<file path="src/rtl/rtcc_pkg.sv">
package rtcc_pkg;
    localparam int DATA_W = 32;
    localparam int ADDR_W = 8;
    localparam int TICK_W = 16;
    localparam int FRAC_W = 4;
    localparam int CAL_W  = TICK_W + FRAC_W + 1;
    localparam int EVT_N  = 2;

    localparam int EVT_SEC = 0;
    localparam int EVT_ALM = 1;
    localparam int CTL_BATT = 31;
    localparam int CTL_OSC  = 24;

    localparam logic [ADDR_W-1:0] OFS_SET_WR = 8'h00;
    localparam logic [ADDR_W-1:0] OFS_SET_RD = 8'h04;
    localparam logic [ADDR_W-1:0] OFS_CAL_WR = 8'h08;
    localparam logic [ADDR_W-1:0] OFS_CAL_RD = 8'h0C;
    localparam logic [ADDR_W-1:0] OFS_TIME   = 8'h10;
    localparam logic [ADDR_W-1:0] OFS_TICK   = 8'h14;
    localparam logic [ADDR_W-1:0] OFS_ALARM  = 8'h18;
    localparam logic [ADDR_W-1:0] OFS_EVT    = 8'h20;
    localparam logic [ADDR_W-1:0] OFS_MASK   = 8'h24;
    localparam logic [ADDR_W-1:0] OFS_UNMASK = 8'h28;
    localparam logic [ADDR_W-1:0] OFS_DOMASK = 8'h2C;
    localparam logic [ADDR_W-1:0] OFS_CTRL   = 8'h40;

    typedef struct packed {
        logic              fr_en;
        logic [FRAC_W-1:0] frac;
        logic [TICK_W-1:0] ticks;
    } calib_t;

    typedef struct packed {
        logic set_time;
        logic calib;
        logic alarm;
        logic evt_clr;
        logic unmask;
        logic domask;
        logic ctrl;
    } wsel_t;

    function automatic wsel_t decode_write(input logic we, input logic [ADDR_W-1:0] a);
        wsel_t s;
        s.set_time = we && (a == OFS_SET_WR);
        s.calib    = we && (a == OFS_CAL_WR);
        s.alarm    = we && (a == OFS_ALARM);
        s.evt_clr  = we && (a == OFS_EVT);
        s.unmask   = we && (a == OFS_UNMASK);
        s.domask   = we && (a == OFS_DOMASK);
        s.ctrl     = we && (a == OFS_CTRL);
        return s;
    endfunction
endpackage

</file>
<file path="src/rtl/rtcc_divider.sv">
module rtcc_divider
    import rtcc_pkg::*;
#(
    parameter int TW = TICK_W,
    parameter int FW = FRAC_W
) (
    input  logic          clk,
    input  logic          rst,
    input  logic          restart,
    input  logic [TW-1:0] ticks,
    input  logic [FW-1:0] frac,
    input  logic          fr_en,
    output logic [TW:0]   tick_cnt,
    output logic          sec_stb
);
    logic [FW-1:0] phase;
    logic          stretch;
    logic [TW:0]   limit;
    logic          at_limit;

    always_comb begin
        stretch  = fr_en && (phase < frac);
        limit    = {1'b0, ticks} + {{TW{1'b0}}, stretch};
        at_limit = (tick_cnt == limit);
        sec_stb  = at_limit && !restart;
    end

    always_ff @(posedge clk) begin
        if (rst || restart) begin
            tick_cnt <= '0;
            phase    <= '0;
        end else if (at_limit) begin
            tick_cnt <= '0;
            phase    <= phase + 1'b1;
        end else begin
            tick_cnt <= tick_cnt + 1'b1;
        end
    end

    // the tick count never passes the current second's limit
    p_cnt_bound_r2: assert property (@(posedge clk) disable iff (rst)
        tick_cnt <= limit);
    // a calibration write restarts both counters
    p_restart_r4: assert property (@(posedge clk) disable iff (rst)
        restart |=> (tick_cnt == '0) && (phase == '0));
    // the phase index moves only at a second boundary
    p_phase_step_r3: assert property (@(posedge clk) disable iff (rst)
        (!sec_stb && !restart) |=> $stable(phase));
endmodule

</file>
<file path="src/rtl/rtcc_timekeep.sv">
module rtcc_timekeep
    import rtcc_pkg::*;
#(
    parameter int DW = DATA_W
) (
    input  logic          clk,
    input  logic          rst,
    input  logic          sec_stb,
    input  logic          set_wr,
    input  logic          alarm_wr,
    input  logic [DW-1:0] wdata,
    output logic [DW-1:0] secs,
    output logic [DW-1:0] set_val,
    output logic [DW-1:0] alarm_val,
    output logic          alarm_evt
);
    logic          pending;
    logic [DW-1:0] secs_next;

    always_comb begin
        secs_next = pending ? set_val : secs + 1'b1;
        alarm_evt = sec_stb && (secs_next == alarm_val);
    end

    always_ff @(posedge clk) begin
        if (rst) begin
            secs      <= '0;
            set_val   <= '0;
            alarm_val <= '0;
            pending   <= 1'b0;
        end else begin
            if (sec_stb) secs <= secs_next;
            if (set_wr) begin
                set_val <= wdata;
                pending <= 1'b1;
            end else if (sec_stb) begin
                pending <= 1'b0;
            end
            if (alarm_wr) alarm_val <= wdata;
        end
    end

    // time moves only on a second strobe
    p_hold_r5: assert property (@(posedge clk) disable iff (rst)
        !sec_stb |=> $stable(secs));
    // a pending value is what the strobe loads
    p_load_r5: assert property (@(posedge clk) disable iff (rst)
        (sec_stb && pending) |=> secs == $past(set_val));
    // without a pending value the strobe counts up by one
    p_count_r2: assert property (@(posedge clk) disable iff (rst)
        (sec_stb && !pending) |=> secs == $past(secs) + 1'b1);
endmodule

</file>
<file path="src/rtl/rtcc_events.sv">
module rtcc_events
    import rtcc_pkg::*;
#(
    parameter int N = EVT_N
) (
    input  logic         clk,
    input  logic         rst,
    input  logic         sec_evt,
    input  logic         alarm_evt,
    input  logic         clr_wr,
    input  logic         unmask_wr,
    input  logic         domask_wr,
    input  logic [N-1:0] wbits,
    output logic [N-1:0] flags,
    output logic [N-1:0] mask,
    output logic         irq
);
    logic [N-1:0] raise;
    logic [N-1:0] clr;

    always_comb begin
        raise          = '0;
        raise[EVT_SEC] = sec_evt;
        raise[EVT_ALM] = alarm_evt;
        clr            = clr_wr ? wbits : '0;
        irq            = |(flags & ~mask);
    end

    always_ff @(posedge clk) begin
        if (rst) begin
            flags <= '0;
            mask  <= '1;
        end else begin
            flags <= (flags & ~clr) | raise;
            if (unmask_wr) mask <= mask & ~wbits;
            else if (domask_wr) mask <= mask | wbits;
        end
    end

    // a second event always leaves its flag set
    p_sec_flag_r6: assert property (@(posedge clk) disable iff (rst)
        sec_evt |=> flags[EVT_SEC]);
    // a clear with no competing event removes the flag
    p_w1c_r6: assert property (@(posedge clk) disable iff (rst)
        (clr_wr && wbits[EVT_SEC] && !sec_evt) |=> !flags[EVT_SEC]);
    // alarm event raises its flag
    p_alm_flag_r7: assert property (@(posedge clk) disable iff (rst)
        alarm_evt |=> flags[EVT_ALM]);
    // unmask and mask writes act on the mask
    p_unmask_r8: assert property (@(posedge clk) disable iff (rst)
        (unmask_wr && wbits[EVT_ALM]) |=> !mask[EVT_ALM]);
    p_domask_r8: assert property (@(posedge clk) disable iff (rst)
        (domask_wr && wbits[EVT_ALM]) |=> mask[EVT_ALM]);
endmodule

</file>
<file path="src/rtl/rtc_seconds_core.sv">
module rtc_seconds_core
    import rtcc_pkg::*;
#(
    parameter logic [CAL_W-1:0] CAL_DEFAULT = 21'h198233
) (
    input  logic              clk,
    input  logic              rst,
    input  logic              reg_we,
    input  logic [ADDR_W-1:0] reg_addr,
    input  logic [DATA_W-1:0] reg_wdata,
    output logic [DATA_W-1:0] reg_rdata,
    output logic              irq
);
    wsel_t             ws;
    calib_t            calib;
    logic              ctl_batt;
    logic              ctl_osc;
    logic [TICK_W:0]   tick_cnt;
    logic              sec_stb;
    logic [DATA_W-1:0] secs;
    logic [DATA_W-1:0] set_val;
    logic [DATA_W-1:0] alarm_val;
    logic              alarm_evt;
    logic [EVT_N-1:0]  flags;
    logic [EVT_N-1:0]  mask;

    assign ws = decode_write(reg_we, reg_addr);

    always_ff @(posedge clk) begin
        if (rst) begin
            calib    <= CAL_DEFAULT;
            ctl_batt <= 1'b0;
            ctl_osc  <= 1'b0;
        end else begin
            if (ws.calib) calib <= reg_wdata[CAL_W-1:0];
            if (ws.ctrl) begin
                ctl_batt <= reg_wdata[CTL_BATT];
                ctl_osc  <= reg_wdata[CTL_OSC];
            end
        end
    end

    rtcc_divider #(.TW(TICK_W), .FW(FRAC_W)) u_div (
        .clk      (clk),
        .rst      (rst),
        .restart  (ws.calib),
        .ticks    (calib.ticks),
        .frac     (calib.frac),
        .fr_en    (calib.fr_en),
        .tick_cnt (tick_cnt),
        .sec_stb  (sec_stb)
    );

    rtcc_timekeep #(.DW(DATA_W)) u_time (
        .clk       (clk),
        .rst       (rst),
        .sec_stb   (sec_stb),
        .set_wr    (ws.set_time),
        .alarm_wr  (ws.alarm),
        .wdata     (reg_wdata),
        .secs      (secs),
        .set_val   (set_val),
        .alarm_val (alarm_val),
        .alarm_evt (alarm_evt)
    );

    rtcc_events #(.N(EVT_N)) u_evt (
        .clk       (clk),
        .rst       (rst),
        .sec_evt   (sec_stb),
        .alarm_evt (alarm_evt),
        .clr_wr    (ws.evt_clr),
        .unmask_wr (ws.unmask),
        .domask_wr (ws.domask),
        .wbits     (reg_wdata[EVT_N-1:0]),
        .flags     (flags),
        .mask      (mask),
        .irq       (irq)
    );

    always_comb begin
        reg_rdata = '0;
        case (reg_addr)
            OFS_SET_RD: reg_rdata = set_val;
            OFS_CAL_RD: reg_rdata = DATA_W'(calib);
            OFS_TIME:   reg_rdata = secs;
            OFS_TICK:   reg_rdata = DATA_W'(tick_cnt);
            OFS_ALARM:  reg_rdata = alarm_val;
            OFS_EVT:    reg_rdata = DATA_W'(flags);
            OFS_MASK:   reg_rdata = DATA_W'(mask);
            OFS_CTRL: begin
                reg_rdata[CTL_BATT] = ctl_batt;
                reg_rdata[CTL_OSC]  = ctl_osc;
            end
            default:    reg_rdata = '0;
        endcase
    end

    // with every source masked the line stays low
    p_irq_quiet_r9: assert property (@(posedge clk) disable iff (rst)
        (&mask) |-> !irq);
    // an unmasked pending flag drives the line
    p_irq_seen_r9: assert property (@(posedge clk) disable iff (rst)
        (flags[EVT_SEC] && !mask[EVT_SEC]) |-> irq);
endmodule

</file>
<file path="config.mk">
export PLATFORM = sky130hd
export DESIGN_NAME = rtc_seconds_core
export DESIGN_NICKNAME = d
export VERILOG_FILES = /design/src/rtl/rtcc_pkg.sv /design/src/rtl/rtcc_divider.sv /design/src/rtl/rtcc_timekeep.sv /design/src/rtl/rtcc_events.sv /design/src/rtl/rtc_seconds_core.sv
export SDC_FILE = /design/constraint.sdc
export NUM_CORES = 1
export LEC_CHECK = 0
export BUFFER_PORTS_ARGS = -buffer_cell sky130_fd_sc_hd__buf_2
export CORE_ASPECT_RATIO = 0.7
export CORE_UTILIZATION = 35
export DETAILED_ROUTE_END_ITERATION = 12
export GPL_TIMING_DRIVEN = 0
export PLACE_DENSITY = 0.56
export SLEW_MARGIN = 10
export SYNTH_ARGS = -nofsm -noshare
export SYNTH_HDL_FRONTEND = slang
export SYNTH_HIERARCHICAL = 1
export SYNTH_SLANG_ARGS = --single-unit
</file>
<file path="constraint.sdc">
create_clock -name clk -period 5.6 [get_ports clk]
set_clock_uncertainty 0.1 [all_clocks]
set_input_delay 0.56 -clock clk [delete_from_list [all_inputs] [get_ports clk]]
set_output_delay 0.56 -clock clk [all_outputs]
set_load 0.02 [all_outputs]
</file>
### Word level (Yosys, flattened, before mapping)

Cells that the tools add are included.

| operators by class | value |
|---|---|
| add/sub/neg operators | 4 |
| order comparisons | 1 |
| equality and inequality tests | 13 |
| multiplexer cells | 10 |
| bitwise logic cells | 8 |
| reduce and logical (&&, ||, !) cells | 17 |

Operator list:

| operator | number |
|---|---|
| 24-bit one-hot mux with 7 select lines | 1 |
| 32-bit by 1-bit adder with 32-bit output, second input constant | 1 |
| 32-bit == test | 1 |
| 8-bit by 6-bit == test with 1-bit output, second input constant | 4 |
| 32-bit two-way mux | 1 |
| 8-bit by 5-bit == test with 1-bit output, second input constant | 3 |
| 6-bit one-hot mux with 3 select lines | 1 |
| 16-bit by 1-bit adder with 17-bit output | 1 |
| 17-bit by 1-bit adder with 17-bit output, second input constant | 1 |
| 17-bit == test | 1 |
| 8-bit by 4-bit == test with 1-bit output, second input constant | 2 |
| 1-bit logical AND | 10 |
| 8-bit by 3-bit == test with 1-bit output, second input constant | 1 |
| 8-bit by 7-bit == test with 1-bit output, second input constant | 1 |
| 8-bit zero test | 1 |
| 1-bit one-hot mux with 4 select lines | 2 |
| 2-bit bitwise AND | 3 |
| 2-bit two-way mux | 3 |
| 2-bit NOT | 3 |
| 4-bit by 1-bit adder with 4-bit output, second input constant | 1 |
| 4-bit < comparator | 1 |
| 2-bit OR | 2 |
| 2-bit nonzero test | 2 |
| 2-bit OR reduction | 2 |
| other kinds (3) | 4 |

| storage, ports and cells | value |
|---|---|
| bits in registers | 145 |
| input port bits | 43 |
| output and inout port bits | 33 |
| word-level logic and storage cells | 66 |

### Longest topological paths before layout

Gate-level depths: netlist of the first run.

| logic depth | value |
|---|---|
| depth in word-level cells | 7 |
| gate-level depth with buffers | 24 |
| mapped depth without buffers | 22 |

### Modules after synthesis

Netlist of the first run, hierarchy kept.

Modules (own cells, without submodules):

| module | instances | cells an instance | area each (um^2) | sequential area each (um^2) |
|---|---|---|---|---|
| rtcc_timekeep | 1 | 720 | 5805.6 | 1941.9 |
| rtc_seconds_core | 1 | 255 | 1881.8 | 460.4 |
| rtcc_divider | 1 | 192 | 1589.0 | 420.4 |
| rtcc_events | 1 | 16 | 155.1 | 80.1 |

### Worst setup path after synthesis of the first run

Ideal clock, no wire load.

| timing | value |
|---|---|
| path kind | register to register |
| start | register calib[17] (netlist name) |
| end | register u_evt.flags[1] |
| setup time | 0.058 ns |
| data arrival time | 4.378 ns |
| data required time | 5.442 ns |
| setup slack | 1.065 ns |
| cell stages (with the launch flop) | 25 |
| buffers on the path | 2 |
| period minus slack after synthesis | 4.535 ns |
| cell sequence | dfxtp_1 inv_1 ha_1 a21oi_1 nor2b_1 o21ai_0 and3b_1 ha_1 ha_1 buf_2 nand2_1 or3_1 mux2i_1 o2111ai_1 nor4_4 nor2b_1 clkbuf_1 nand2_1 a221oi_1 a31oi_1 a311oi_1 nand3_1 nor4_1 and4_1 o21a_1 |

| on the way | value |
|---|---|
| word-level cells in the longest chain between the ends | 7 |

Ends and longest elaborated chain:

| item | line | source |
|---|---|---|
| from (decl) | rtc_seconds_core.sv:15 | `calib_t calib;` |
| from (signal assigned) | rtc_seconds_core.sv:35 | `if (ws.calib) calib <= reg_wdata[CAL_W-1:0];` |
| 4-bit < comparator | rtcc_divider.sv:22 | `stretch = fr_en && (phase < frac);` |
| 1-bit logical AND | rtcc_divider.sv:22 |  |
| 16-bit by 1-bit adder with 17-bit output | rtcc_divider.sv:23 | `limit = {1'b0, ticks} + {{TW{1'b0}}, stretch};` |
| 17-bit == test | rtcc_divider.sv:24 | `at_limit = (tick_cnt == limit);` |
| 1-bit logical AND | rtcc_divider.sv:25 | `sec_stb = at_limit && !restart;` |
| via sec_stb | rtc_seconds_core.sv:19 | `logic sec_stb;` |
| 1-bit logical AND | rtcc_timekeep.sv:22 | `alarm_evt = sec_stb && (secs_next == alarm_val);` |
| via alarm_evt | rtc_seconds_core.sv:23 | `logic alarm_evt;` |
| 2-bit OR | rtcc_events.sv:34 | `flags <= (flags & ~clr) \| raise;` |
| to (signal assigned) | rtcc_events.sv:34 |  |
| to (decl) | rtcc_events.sv:14 | `output logic [N-1:0] flags,` |

The timed path passes the listed nets, and every way through them passes these cells.
A chain may end at the register's enable or synchronous reset.

### Worst setup path in the final report of the first run

| timing | value |
|---|---|
| start | register calib[18] (netlist name) |
| end | register u_evt.flags[1] |

The elaborated chain is that of the path after synthesis.

==> results of run 1 <==
[power by group]
part	leakage, nW	switching (mW)	internal [mW]
clock	0.296	0.483	0.762
combinational	2.42	0.0691	0.0283
sequential	1.17	0.00526	1.03
[timing repair]
action                                  CTS  global route
hold buffers                              0             0
resized for setup                        11             8
endpoints found under the setup margin   13             1
endpoints found under the hold margin     0             0
buffers inserted                          2             1
pin swaps                                 2             7
[cell usage in the layout, fill, tap and decap left out, types with 6 or more instances in the layout]
| master | n |
|---|---|
| sky130_fd_sc_hd__a21oi_1 | 45 |
| sky130_fd_sc_hd__ha_1 | 7 |
| sky130_fd_sc_hd__buf_1 | 6 |
| sky130_fd_sc_hd__clkbuf_16 | 17 |
| sky130_fd_sc_hd__nand4_1 | 24 |
| sky130_fd_sc_hd__o31ai_1 | 10 |
| sky130_fd_sc_hd__nor4_1 | 8 |
| sky130_fd_sc_hd__inv_1 | 21 |
| sky130_fd_sc_hd__nand3b_1 | 12 |
| sky130_fd_sc_hd__a211oi_1 | 8 |
| sky130_fd_sc_hd__dfxtp_1 | 144 |
| sky130_fd_sc_hd__nor2b_1 | 9 |
| sky130_fd_sc_hd__or3_1 | 8 |
| sky130_fd_sc_hd__o21ai_0 | 56 |
| sky130_fd_sc_hd__nor2_1 | 143 |
| sky130_fd_sc_hd__a21o_1 | 6 |
| sky130_fd_sc_hd__nor3_1 | 17 |
| sky130_fd_sc_hd__o211ai_1 | 6 |
| sky130_fd_sc_hd__and4_1 | 7 |
| sky130_fd_sc_hd__xor2_1 | 42 |
| sky130_fd_sc_hd__buf_2 | 92 |
| sky130_fd_sc_hd__xnor2_1 | 46 |
| sky130_fd_sc_hd__clkbuf_8 | 6 |
| sky130_fd_sc_hd__a22oi_1 | 65 |
| sky130_fd_sc_hd__and3_1 | 16 |
| sky130_fd_sc_hd__and2_1 | 7 |
| sky130_fd_sc_hd__a22o_1 | 14 |
| sky130_fd_sc_hd__buf_4 | 7 |
| sky130_fd_sc_hd__o41ai_1 | 6 |
| sky130_fd_sc_hd__nand2_1 | 123 |
| sky130_fd_sc_hd__nand2b_1 | 12 |
| sky130_fd_sc_hd__mux2i_1 | 79 |
| sky130_fd_sc_hd__clkbuf_1 | 55 |
| sky130_fd_sc_hd__nand3_1 | 37 |
[metal layers]
layer  track usage, %  up-vias
li1                 -     4488
met1             45.5     4794
met2             36.4      616
met3             9.04       61
met4             7.79        0
met5                0        -
[flip-flops by register name, summed over array words and instances, names as in the netlist, named ones only]
signal            count
u_time/set_val       32
u_time/pending        1
u_time/alarm_val     32
u_evt/flags           2
u_div/tick_cnt       17
ctl_batt              1
calib                21
u_div/phase           4
ctl_osc               1
u_time/secs          32
[cell type report]
cell class | count | area, sq um | share of cell area, %
Timing Repair Buffer | 76 | 388 | 3.54
Inverter | 23 | 86.3 | 0.787
Sequential cell | 145 | 2900 | 26.5
Multi-Input combinational cell | 924 | 6090 | 55.5
Clock buffer | 25 | 505 | 4.61
Tap cell | 357 | 447 | 4.07
Buffer | 91 | 429 | 3.91
Clock inverter | 7 | 121 | 1.11
[worst min-delay path by stage]
| stage | start | end | slack, ns |
|---|---|---|---|
| 6_report | reg_wdata[30] | u_time/set_val[30] | 0.26 |
| 5_1_grt | reg_wdata[25] | u_time/set_val[25] | 0.27 |
| 4_1_cts | reg_wdata[30] | u_time/set_val[30] | 0.26 |
| 3_5_place_dp | ctl_batt | ctl_batt | 0.35 |
| 3_3_place_gp | ctl_batt | ctl_batt | 0.35 |
| 2_1_floorplan | ctl_batt | ctl_batt | 0.34 |
[critical path, cell delays in order (launching register included)]
cell,delay [ns]
sky130_fd_sc_hd__dfxtp_1,0.42
sky130_fd_sc_hd__inv_1,0.07
sky130_fd_sc_hd__ha_1,0.28
sky130_fd_sc_hd__nor2b_1,0.12
sky130_fd_sc_hd__o21ai_0,0.12
sky130_fd_sc_hd__and3b_1,0.20
sky130_fd_sc_hd__ha_2,0.23
sky130_fd_sc_hd__ha_1,0.15
sky130_fd_sc_hd__clkbuf_4,0.19
sky130_fd_sc_hd__nand2_2,0.12
sky130_fd_sc_hd__or3_1,0.32
sky130_fd_sc_hd__a32oi_1,0.26
sky130_fd_sc_hd__o2111ai_2,0.24
sky130_fd_sc_hd__nor4_4,0.42
sky130_fd_sc_hd__nor2b_4,0.25
sky130_fd_sc_hd__clkbuf_8,0.21
sky130_fd_sc_hd__nand2_1,0.08
sky130_fd_sc_hd__a221oi_2,0.27
sky130_fd_sc_hd__a31oi_2,0.21
sky130_fd_sc_hd__a311oi_2,0.29
sky130_fd_sc_hd__nand3_1,0.17
sky130_fd_sc_hd__nor4_4,0.32
sky130_fd_sc_hd__and4_4,0.32
sky130_fd_sc_hd__o21a_1,0.13
[kinds of logic after synthesis]
group	share of synthesized area, %
AO/OA/AOI/OAI	20.6
XOR/XNOR	8.17
adder cells (fa/ha/maj)	1.06
buffers and inverters	5.33
flip-flops	30.8
multiplexers	8.38
AND/OR/NAND/NOR	25.7
[stage by stage]
stage	hold WS [ns]	TNS, ns	total power [mW]	utilization, %
2_1_floorplan	0.336	0	1.10	-
3_3_place_gp	0.348	-1.29	1.16	39.3
3_5_place_dp	0.353	-1.77	1.16	39.3
4_1_cts	0.256	0	2.39	42.0
5_1_grt	0.273	-0.0729	2.44	42.1
6_report	0.264	0	2.38	42.1
==> out/results.md, run 1 <==
## Outcome
* outcome: finished, final reports clean

## Timing
* Worst Slack Setup Final: 0.0514 ns
* Hold Vio Cnt, Final: 0
* endpoints failing setup: 0
* fin crit period: 5.55 ns
* tightest slew margin relative to the limit: 32.5%
* Fmax achieved: 0.180 GHz
* period utilisation layout: 99.1%
* worst slew pin tran: 1.01 ns
* Final Max Tran Viols: 0

## Floorplan
* Core Region: 26100 sq um
* effective utilization at floorplan: 36.2%
* die width: 198 microns
* DIE HEIGHT: 139 microns
* I/O pin count: 76
* total die area: 27600 sq um
* number of rows in the core area: 49

## Clocking
* H-tree levels: 4
* Clock Sink Count: 145
* CTS max path bufs: 2
* CTS Buf Count: 17
* root cell of the clock tree: sky130_fd_sc_hd__clkbuf_16
* clk_lat worst skew: 0.45 ns
* CTS tree: yes
* clock-pin slew on the worst setup and hold paths: 0.07 ns

## Global routing
* via count of the first global-routing pass: 9161
* remaining global-route overflow: 0
* largest net degree at the start of global routing: 17
* global-route wire length before repair: 58700 microns
* aggregate global-route resource usage: 29.0%
* initial antenna violation count: 0

## Route
* vias: 9959
* met2 routed wirelength: 14800 microns
* detailed-route DRC error count: 0
* max layer used: met4
* total wirelength of the detailed-routed design: 40100 microns
* length of the first detailed-routing pass in iterations: 6
* met3 routed WL: 5150 microns
* met1 wire length: 19400 microns
* ratio of routed vias to standard cells: 6.04
* post-DR wirelength/cell: 24.3 microns
* DRT antenna net count: 0
* initial drt markers: 1377

## Synth
* Synth top area share: 30.8%
* net count after synthesis: 1234
* top area cells in the synthesized netlist: sky130_fd_sc_hd__dfxtp_1 31%, sky130_fd_sc_hd__mux2i_1 8.4%, sky130_fd_sc_hd__nor2_1 5.7%, sky130_fd_sc_hd__a22oi_1 5.2%, sky130_fd_sc_hd__nand2_1 4.9%
* number of distinct library cells after synthesis: 79
* Synthesis Warnings: 6
* number of enable flip-flop cells after synthesis: 0
* flip-flop and latch count after synthesis: 145
* leading cell type by number of instances after synthesis: sky130_fd_sc_hd__dfxtp_1
* dominant synthesized flop cell: sky130_fd_sc_hd__dfxtp_1
* synthesized netlist cell count: 1183
* mean instance size in the synthesized netlist: 7.97 sq um
* most used standard cells in the synthesized netlist: 145 x sky130_fd_sc_hd__dfxtp_1, 143 x sky130_fd_sc_hd__nor2_1, 124 x sky130_fd_sc_hd__nand2_1
* synthesized area: 9430 sq um
* fraction of synthesis flops using an asynchronous set or reset pin: 0%
* register area share after synthesis: 30.8%
* leading area contributor after synthesis: sky130_fd_sc_hd__dfxtp_1

## Setup path
* maximum fanout encountered on the critical timing path: 10
* required time of the critical path: 5.89 ns
* worst reg-to-reg path cell count: 23
* Setup crit end: u_evt/flags[1]
* slack of the worst reg-to-reg path: 0.05 ns
* reg2reg start: calib[18]
* arrival time at the worst endpoint: 5.84 ns
* Crit. End Element: flop
* Setup crit start: calib[18]
* critical path class: flop to flop
* worst reg2reg endpoint: u_evt/flags[1]
* kind of start point of the critical path: flop

## Layout
* share of layout cells above drive strength 1: 13.2%
* area delta synth->final: 16.3%
* Final Non-Filler Cells: 1648
* count of filler cells inserted in the layout: 2674
* antenna cell count: 0
* Final Instance Area: 11000 sq um
* Nets: 1329

## Pwr
* power density cells: 217 nW/um^2
* IR drop worst, VDD: 0.216 mV
* leakage power: 3.89 nW

## Placed design
* pre-CTS worst setup slack: -0.965 ns
* port bufs: 73
* placer's final routability congestion estimate: 0.997
* cell count after placement: 1613
* post-detail-place hpwl: 30300 microns
* Placed Instance Area: 10200 sq um

## Min path
* worst hold path cell count: 3
* worst hold-check path type: primary input to flop

## Run
* max-cap viol count: 0

Note: power is estimated with default switching activity, not from simulation.
==> run 2: changes to the inputs <==
--- a/config.mk
+++ b/config.mk
@@ -5,8 +5,9 @@
 export SDC_FILE = /design/constraint.sdc
 export NUM_CORES = 1
 export LEC_CHECK = 0
-export BUFFER_PORTS_ARGS = -buffer_cell sky130_fd_sc_hd__buf_2
+export BUFFER_PORTS_ARGS = -buffer_cell sky130_fd_sc_hd__clkbuf_2
 export CORE_ASPECT_RATIO = 0.7
+export CORE_MARGIN = 2
 export CORE_UTILIZATION = 35
 export DETAILED_ROUTE_END_ITERATION = 12
 export GPL_TIMING_DRIVEN = 0
@@ -14,5 +15,4 @@
 export SLEW_MARGIN = 10
 export SYNTH_ARGS = -nofsm -noshare
 export SYNTH_HDL_FRONTEND = slang
-export SYNTH_HIERARCHICAL = 1
 export SYNTH_SLANG_ARGS = --single-unit
==> run 2 against run 1 <==
  * Synthesized cell count is 9.4% higher
  * Critical path type unchanged
  * Power is 2.4% lower
  * Area after synthesis is 0.46% lower
  * Highest routed layer is now met5
  * Die area is 2.0% higher
  * Critical endpoint is now u_time.secs[18]
  * Setup slack better by 0.089 ns
  * Final cell count is 7.0% higher
  * Routed wire length is 10% higher
  * Non-clock buffer count is 22 higher
  * Sequential share of layout area is 0.41 points higher
==> out/results.md, run 2 <==
## Pwr
* sw frac: 25.7%, +2.3 points
* Reg power frac: 44.7%, +1.1 points
* power density cells: 215 nW/um^2, -0.86%
* Clk pwr share: 50.9%, -1.4 points
* leakage power: 3.78 nW, -2.8%
* Overall Power: 2.33 mW, -2.4%
* internal power: 1.73 mW, -5.4%
* IR drop worst, VDD: 0.207 mV, -4.3%
* power share of the combinational group: 4.4%, +0.3 points
* switching pwr: 0.599 mW, +7.3%

## Layout
* Nets: 1437, +8.1%
* commonest non-fill, non-tap cell in the layout: sky130_fd_sc_hd__nand2_1
* fraction of the core area covered by cells at the end of the flow: 40.7%, -1.4 points
* Largest regs: u_time.alarm_val (32), u_time.secs (32), u_time.set_val (32)
* Register Area: 2900 sq um, about the same
* most frequent cells in the layout: 258 x sky130_fd_sc_hd__nand2_1, 145 x sky130_fd_sc_hd__dfxtp_1, 101 x sky130_fd_sc_hd__clkbuf_1, 101 x sky130_fd_sc_hd__a21oi_1
* multi-input logic area: 5980 sq um, -1.9%
* Final Instance Area: 10800 sq um, -1.6%
* share of layout cells above drive strength 1: 8.79%, -4.5 points
* count of filler cells inserted in the layout: 2895, +8.3%
* area delta synth->final: 15.1%

## Run
* max-cap viol count: 0, unchanged

## Synth
* leading area contributor after synthesis: sky130_fd_sc_hd__dfxtp_1
* top area cells in the synthesized netlist: sky130_fd_sc_hd__dfxtp_1 31%, sky130_fd_sc_hd__nand2_1 10%, sky130_fd_sc_hd__a21oi_1 5.4%, sky130_fd_sc_hd__xnor2_1 4.4%, sky130_fd_sc_hd__xor2_1 4.0%
* register area share after synthesis: 30.9%, +0.14 points
* dominant synthesized flop cell: sky130_fd_sc_hd__dfxtp_1
* Synthesis Warnings: 0, -6
* mean instance size in the synthesized netlist: 7.25 sq um, -9.0%
* leading cell type by number of instances after synthesis: sky130_fd_sc_hd__nand2_1
* number of enable flip-flop cells after synthesis: 0, unchanged
* synthesized netlist cell count: 1294, +9.4%
* flip-flop and latch count after synthesis: 145, unchanged
* most used standard cells in the synthesized netlist: 258 x sky130_fd_sc_hd__nand2_1, 145 x sky130_fd_sc_hd__dfxtp_1, 101 x sky130_fd_sc_hd__a21oi_1
* synthesized area: 9390 sq um, -0.46%
* number of distinct library cells after synthesis: 65, -18%
* fraction of synthesis flops using an asynchronous set or reset pin: 0%, unchanged
* Synth top area share: 30.9%, +0.14 points
* net count after synthesis: 1345, +9.0%

## Timing
* worst slew pin tran: 1.15 ns, +0.136 ns
* period utilisation layout: 97.5%, -1.6 points
* fin crit period: 5.46 ns, -0.0886 ns
* total negative slack for setup checks: 0 ns, unchanged
* Fmax achieved: 0.183 GHz, +1.6%
* endpoints failing setup: 0, unchanged
* Worst Slack Setup Final: 0.140 ns, +0.0886 ns
* Final Max Tran Viols: 0, unchanged
* tightest slew margin relative to the limit: 22.9%, -9.6 points
* RSZ-0062 raised after global routing: false
* Hold Vio Cnt, Final: 0, unchanged

## Global routing
* remaining global-route overflow: 0, unchanged
* global-route wire length before repair: 64200 microns, +9.4%
* via count of the first global-routing pass: 9552, +4.3%
* aggregate global-route resource usage: 31.5%, +2.6 points
* largest net degree at the start of global routing: 17, unchanged
* initial antenna violation count: 2, +2

## Setup path
* critical path class: flop to flop
* Crit. End Element: flop
* maximum fanout encountered on the critical timing path: 10, unchanged
* required time of the critical path: 5.86 ns, -0.03 ns
* critical path, cell by cell: inv_1 > ha_1 > a21oi_1 > nor2b_1 > o21ai_0 > and3b_1 > ha_1 > ha_1 > nand4_1 > or3_1 > xnor2_1 > or4_1 > a211o_1 > nor3_4 > clkbuf_1 > nand4_1 > o221ai_1
* kind of cell with the highest combined delay on the critical path: simple AND/OR/NAND/NOR gates
* kind of start point of the critical path: flop
* library cell contributing the largest single delay on the critical path: sky130_fd_sc_hd__nor3_4
* cell mode on critical path: sky130_fd_sc_hd__ha_1
* Crit path largest cell delay: 0.62 ns, +0.20 ns
* arrival time at the worst endpoint: 5.72 ns, -0.12 ns
* total buffers and inverters traversed by the critical path: 2, -1

## Clocking
* CTS Buf Count: 17, unchanged
* number of hold buffers added after CTS: 0, unchanged
* post-cts resize count: 0, -11
* Clock Sink Count: 145, unchanged
* CTS tree: yes
* post-CTS setup buffer count: 0, -2
* CTS max path bufs: 2, unchanged
* clk_lat worst skew: 0.45 ns, about the same
* clock-pin slew on the worst setup and hold paths: 0.07 ns, about the same
* root cell of the clock tree: sky130_fd_sc_hd__clkbuf_16
* H-tree levels: 4, unchanged

## Outcome
* outcome: finished, final reports clean

## Placed design
* placer's final routability congestion estimate: 0.970, -2.7%
* port bufs: 73, unchanged
* Placed Instance Area: 10200 sq um, -0.34%
* post-detail-place hpwl: 34200 microns, +13%
* pre-CTS worst setup slack: 0.243 ns, +1.21 ns

## Floorplan
* die width: 200 microns, +0.78%
* total die area: 28200 sq um, +2.0%
* I/O pin count: 76, unchanged
* Core Region: 26500 sq um, +1.8%
* effective utilization at floorplan: 35.4%, -0.81 points
* DIE HEIGHT: 141 microns, +1.2%
* number of rows in the core area: 50, +2.0%

## Route
* post-DR wirelength/cell: 25.1 microns, +3.1%
* vias: 10.6k, +6.6%
* ratio of routed vias to standard cells: 6.02, -0.39%
* initial drt markers: 1493, +8.4%
* DRT antenna net count: 0, unchanged
* total wirelength of the detailed-routed design: 44300 microns, +10%
* length of the first detailed-routing pass in iterations: 7, +1
* detailed-route DRC error count: 0, unchanged

## Min path
* worst hold-check path type: primary input to flop

[run 2: changes by cell type after synthesis, sizes merged, moves of 16 or more]
cell and change:
a21oi +56, a221o +20, a22oi -61, a31oi +19, buf -19, clkbuf +44, mux2i -43, nand2 +134
nand3 +16, nand4 +18, nor2 -74, o21ai +17
[run 2: metal layers]
metal / global-route usage [%] / vias to the layer above / share of wire (%)
li1: - / 4817 / -
met4: 7.95 / 2 / 2.2
met5: 0 / - / 0.029
met2: 41.3 / 664 / 38
met1: 48.4 / 5074 / 47
met3: 10.2 / 61 / 13
[run 2: tightest hold or removal path, cell delays in order]
cell and delay [ns]:
sky130_fd_sc_hd__clkbuf_2 0.09, sky130_fd_sc_hd__nand2_1 0.05, sky130_fd_sc_hd__a21oi_1 0.05
[run 2: metrics by stage]
step	hold WS, ns	cells
floorplan	0.336	1294
global placement	0.354	1731
detailed placement	0.351	1731
CTS	0.232	1763
global route	0.241	1763
finish	0.233	1764
[run 2: logic make-up (layout without fill, tap and decap cells)]
logic type / count (synthesis) / after routing / synth area share (%)
other: 0 / 1 / 0
xor gates and xnor gates: 91 / 91 / 8.64
adders and majority gates: 8 / 8 / 1.07
muxes: 37 / 37 / 3.96
and+or+nand+nor: 577 / 577 / 29.5
buffers and inverters: 134 / 239 / 5.53
AOI/OAI and AO/OA: 302 / 302 / 20.4
DFF: 145 / 145 / 30.9
[run 2: path summary, 6_finish.rpt]
check	start	end	slack [ns]	cells after the start
hold reg to reg	ctl_osc	ctl_osc	0.36	2
setup / recovery	calib[17]	u_time.secs[18]	0.14	17
setup reg to reg	calib[17]	u_time.secs[18]	0.14	17
hold / removal	reg_wdata[23]	u_time.set_val[23]	0.23	3
[run 2: layout make-up]
cell class                 count  share of cell area [%]
inverter                      18                   0.626
clock buffer                  19                    4.10
tap                          364                    4.22
sequential                   145                    26.9
buffer                       116                    4.18
antenna                        1                  0.0232
clock inverter                13                    1.26
multi-input combinational   1015                    55.3
timing repair buffer          73                    3.38
[run 2: power groups by stage]
stage	sequential [mW]	clock, mW	combinational [mW]
2_1_floorplan	1.06	0	0.0432
3_3_place_gp	1.06	0	0.0983
3_5_place_dp	1.06	0	0.0984
4_1_cts	1.04	1.19	0.0989
5_1_grt	1.04	1.22	0.106
6_report	1.04	1.18	0.102
